$ cat config.mk
export PLATFORM = sky130hd
export DESIGN_NAME = rake_mrc4
export DESIGN_NICKNAME = d
export VERILOG_FILES = /design/src/rtl/rake_mrc4.sv
export SDC_FILE = /design/constraint.sdc
export NUM_CORES = 2
export LEC_CHECK = 0
export BUFFER_PORTS_ARGS = -buffer_cell sky130_fd_sc_hd__buf_2
export CORE_MARGIN = 1
export CORE_UTILIZATION = 50
export DETAILED_ROUTE_END_ITERATION = 10
export HOLD_SLACK_MARGIN = 0.03
export PLACE_DENSITY_LB_ADDON = 0.08
export SYNTH_ARGS = -nofsm -noshare
export SYNTH_HDL_FRONTEND = slang
export SYNTH_SLANG_ARGS = --single-unit
$ cat constraint.sdc
create_clock -name clk -period 9.2 [get_ports clk]
set_clock_uncertainty 0.1 [all_clocks]
set_input_delay 1.84 -clock clk [delete_from_list [all_inputs] [get_ports clk]]
set_output_delay 1.84 -clock clk [all_outputs]
set_load 0.02 [all_outputs]
$ cat src/rtl/rake_mrc4.sv
module rake_mrc4 #(
  parameter int NLANE = 4,
  parameter int NFING = 5,
  parameter int SW    = 5,
  parameter int WW    = 5
) (
  input  logic                      clk,
  input  logic                      rst_n,
  input  logic                      wt_we,
  input  logic [$clog2(NFING)-1:0]  wt_idx,
  input  logic [WW-1:0]             wt_i,
  input  logic [WW-1:0]             wt_q,
  input  logic                      in_valid,
  input  logic [NLANE*NFING*SW-1:0] smp_i,
  input  logic [NLANE*NFING*SW-1:0] smp_q,
  output logic [NLANE-1:0]          bits_out,
  output logic                      data_rdy
);
  localparam int IW = $clog2(NFING);
  localparam int PW = SW + WW;
  localparam int FW = PW + 1;
  localparam int MW = FW + $clog2(NFING);

  logic [NFING*WW-1:0] wt_i_q, wt_q_q;
  logic                valid1;
  logic [NLANE-1:0]    dec;

  logic signed [FW-1:0] prod_c [NLANE][NFING];
  logic signed [FW-1:0] part_q [NLANE][NFING];

  wire wt_ok = wt_we && !in_valid;

  for (genvar f = 0; f < NFING; f++) begin : g_wt
    always_ff @(posedge clk) begin
      if (!rst_n) begin
        wt_i_q[f*WW +: WW] <= '0;
        wt_q_q[f*WW +: WW] <= '0;
      end else if (wt_ok && wt_idx == IW'(f)) begin
        wt_i_q[f*WW +: WW] <= wt_i;
        wt_q_q[f*WW +: WW] <= wt_q;
      end
    end
  end

  for (genvar l = 0; l < NLANE; l++) begin : g_lane
    for (genvar f = 0; f < NFING; f++) begin : g_fing
      wire signed [SW-1:0] si = smp_i[(l*NFING+f)*SW +: SW];
      wire signed [SW-1:0] sq = smp_q[(l*NFING+f)*SW +: SW];
      wire signed [WW-1:0] wi = wt_i_q[f*WW +: WW];
      wire signed [WW-1:0] wq = wt_q_q[f*WW +: WW];
      wire signed [PW-1:0] pi = si * wi;
      wire signed [PW-1:0] pq = sq * wq;
      assign prod_c[l][f] = {pi[PW-1], pi} + {pq[PW-1], pq};
    end

    logic signed [MW-1:0] acc;
    always_comb begin
      acc = '0;
      for (int f = 0; f < NFING; f++) acc = acc + MW'(part_q[l][f]);
    end
    assign dec[l] = ~acc[MW-1];
  end

  always_ff @(posedge clk) begin
    if (!rst_n) begin
      valid1 <= 1'b0;
      for (int l = 0; l < NLANE; l++)
        for (int f = 0; f < NFING; f++) part_q[l][f] <= '0;
    end else begin
      valid1 <= in_valid;
      if (in_valid)
        for (int l = 0; l < NLANE; l++)
          for (int f = 0; f < NFING; f++) part_q[l][f] <= prod_c[l][f];
    end
  end

  always_ff @(posedge clk) begin
    if (!rst_n) begin
      data_rdy <= 1'b0;
      bits_out <= '0;
    end else begin
      data_rdy <= valid1;
      if (valid1) bits_out <= dec;
    end
  end
endmodule

==> impl_metrics.env <==
export IMPL_fillCellCount=10311
export IMPL_numCtsBuffers=36
export IMPL_initial_core_util_pct=50.76
export IMPL_drive_above_1_share_pct=6.367
export IMPL_fin_setup_tns_ns=0
export IMPL_rows=123
export IMPL_core_um2=113100
export IMPL_pre_cts_ws_ns=2.708
export IMPL_die_area_um2=116200
export IMPL_hold_buffers=0
export IMPL_cts_tree="yes"
export IMPL_htreeDepth=2
export IMPL_drt_iter0_drc=2039
export IMPL_clk_pin_slew_ns=0.06
export IMPL_worstSkewPairLatency_ns=0.56
export IMPL_max_freq_ghz=0.1671
export IMPL_cp_end_kind="flip-flop"
export IMPL_worstMarginPinSlew_ns=1.137
export IMPL_max_cap_violations=0
export IMPL_status="finished, final reports clean"
export IMPL_antenna_found_initial=9
export IMPL_rsz0062_at_grt="false"
export IMPL_cp_num_buf_inv=4
export IMPL_cp_arrival_ns=6.15
export IMPL_synth_area_leaders="fa_1, ha_1, edfxtp_1"
export IMPL_vias=37542
export IMPL_first_global_vias=40806
export IMPL_fin_crit_sh_pct=65.04
export IMPL_ir_worst_vdd_uv=123.9
export IMPL_synth_nets=7598
export IMPL_pwr_density_cell_nw_per_um2=65.36
export IMPL_drtPass1Iterations=7
export IMPL_finalMaxSlewViolations=0
export IMPL_detail_route_wl_per_cell_um=19.65
export IMPL_crit_path_top_delay_cell="fa_1"
export IMPL_grt_max_degree=162
export IMPL_seq_area_um2=7727
export IMPL_cts_sinks=276
export IMPL_ys_seq_elements=276
export IMPL_cts_resized=0
export IMPL_cp_top_family="adder cells"
export IMPL_path_class="in2reg"
export IMPL_worstPathCellList="buf_2, nand2_1, inv_1, fa_1, inv_1, fa_1, fa_1, fa_1, fa_1, inv_1, ha_1, nand2_1, o211ai_1, a41oi_2, xnor2_1, nor2_1"
export IMPL_netlist_area_um2=57420
export IMPL_die_h_um=340.9
export IMPL_place_congestion=0.8805
export IMPL_track_usage_pct=25.94
export IMPL_relSlewSlack_pct=24.08
export IMPL_synth_largest_area_cell="fa_1"
export IMPL_multiInputGateArea_um2=44540
export IMPL_ios=222
export IMPL_overflow=0
export IMPL_clockBufferDepth=3
export IMPL_period_minus_slack_ns=5.984
export IMPL_synth_edf_count=220
export IMPL_drc=0
export IMPL_leakage_nw=32.94
export IMPL_critical_path_required_ns=9.37
export IMPL_die_w_um=340.9
export IMPL_antenna_left=0
export IMPL_setup_violations_final=0
export IMPL_routed_wl_um=142500
export IMPL_synthArstFlopShare_pct=0
export IMPL_syn_avg_cell_area_um2=10.30
export IMPL_critPathMaxStageDelay_ns=0.58
export IMPL_ys_seq_area_share_pct=13.46
export IMPL_syn_inst=5577
export IMPL_dp_cells=7183
export IMPL_hold_class="reg2reg"
export IMPL_synth_main_ff_cell="edfxtp_1"
export IMPL_synth_distinct_cells=47
export IMPL_fin_area_um2=61320
export IMPL_critical_path_peak_fanout=5
export IMPL_place_hpwl_um=117700
export IMPL_cp_common_cell="fa_1"
export IMPL_io_buffer_count=221
export IMPL_cts_setup_buffers=0
export IMPL_fin_util_pct=54.21
export IMPL_root_buffer="clkbuf_16"
export IMPL_synth_top_area_share_pct=40.31
export IMPL_yosysWarnings=0
export IMPL_hold_violations=0
export IMPL_fin_nets=7742
export IMPL_fin_cells=7252
export IMPL_worst_setup_path_start_kind="primary input"
export IMPL_grt_pass1_wl_um=232000
export IMPL_area_delta_synth_final_pct=6.806
export IMPL_hold_worst_slack_ns=0.4216
export IMPL_total_power_mw=4.008
export IMPL_routed_via_density=5.177
export IMPL_setup_slack_ns=3.216
export IMPL_dpl_cell_area_um2=60140
==> synthesized netlist by cell type, types with 34 or more instances <==
cell type  count
nor2b_1      161
and3_1        80
nor2_1       139
inv_1       1206
a21oi_1      139
nand2_1      416
clkbuf_1     143
ha_1         648
nand2b_1      98
mux2i_1       65
dfxtp_1       56
fa_1        1156
xnor2_1      165
and2_1       474
edfxtp_1     220
o21ai_0       45
nand3_1       34
==> final timing paths <==
path,from,end,slack (ns),cells past startpoint
worst max-delay path,smp_q[84],part_q[3][43],3.22,16
worst min-delay path,g_lane[0].g_fing[3].wi[2],g_lane[0].g_fing[3].wi[2],0.42,2
worst min register to register,g_lane[0].g_fing[3].wi[2],g_lane[0].g_fing[3].wi[2],0.42,2
worst max register to register,g_lane[0].g_fing[4].wi[1],part_q[2][10],3.50,15
==> flip-flops by register name (all words and copies together), names as in the netlist <==
register / count
part_q: 220
data_rdy: 1
bits_out: 4
g_lane.g_fing.wq: 25
g_lane.g_fing.wi: 25
valid1: 1
==> placed cells by master, fill, tap and decap left out, drive strengths merged, types with 16 or more instances in the layout <==
cell,Yosys,layout
a21o,20,20
a21oi,139,139
and2,474,474
and3,80,80
buf,14,263
clkbuf,143,48
dfxtp,56,56
edfxtp,220,220
fa,1156,1156
ha,648,648
inv,1213,1216
mux2,16,16
mux2i,65,65
nand2,417,417
nand2b,98,98
nand3,34,34
nor2,140,140
nor2b,161,161
nor3b,18,18
o211ai,20,20
o21ai,74,74
o21bai,27,27
xnor2,182,182
xnor3,20,20
xor2,27,27
==> routing by layer <==
layer	vias to the layer above	GRT usage (%)	wire length (um)
met2	776	44.16	69700
li1	17394	-	-
met4	0	3.307	1715
met1	19274	37.51	65160
met5	-	0	0
met3	98	1.649	5908
==> cell families (layout without fill, tap and decap cells) <==
family          Yosys count  after routing  synth area share, %
simple gates           1466           1466                13.62
buf+inv                1370           1541                8.989
xor+xnor                229            229                4.195
flops                   276            276                13.46
compound gates          351            351                3.866
mux                      81             81                1.447
fa+ha+maj              1804           1804                54.43
other cells               0              4                    0
==> layout make-up <==
cell class / count / share of cell area (%)
clock inverters: 17 / 0.2938
diodes: 4 / 0.01632
inverters: 1213 / 7.425
flip-flops and latches: 276 / 12.60
multi-input cells: 3931 / 72.64
clock buffers: 48 / 1.626
repair buffers: 263 / 2.342
well taps: 1500 / 3.060
==> worst min-delay path: cells and delay by family, from the launching register on <==
family | cells | cell delay [ns]
AND/OR/NAND/NOR | 1 | 0.10
flip-flops | 1 | 0.32
multiplexers | 1 | 0.07
==> power by group <==
| part | total, mW | internal (mW) | switching (mW) |
|---|---|---|---|
| registers | 1.49 | 1.41 | 0.0790 |
| logic | 1.08 | 0.441 | 0.637 |
| clock network | 1.44 | 0.831 | 0.607 |
(Power assumes the default switching activity.)
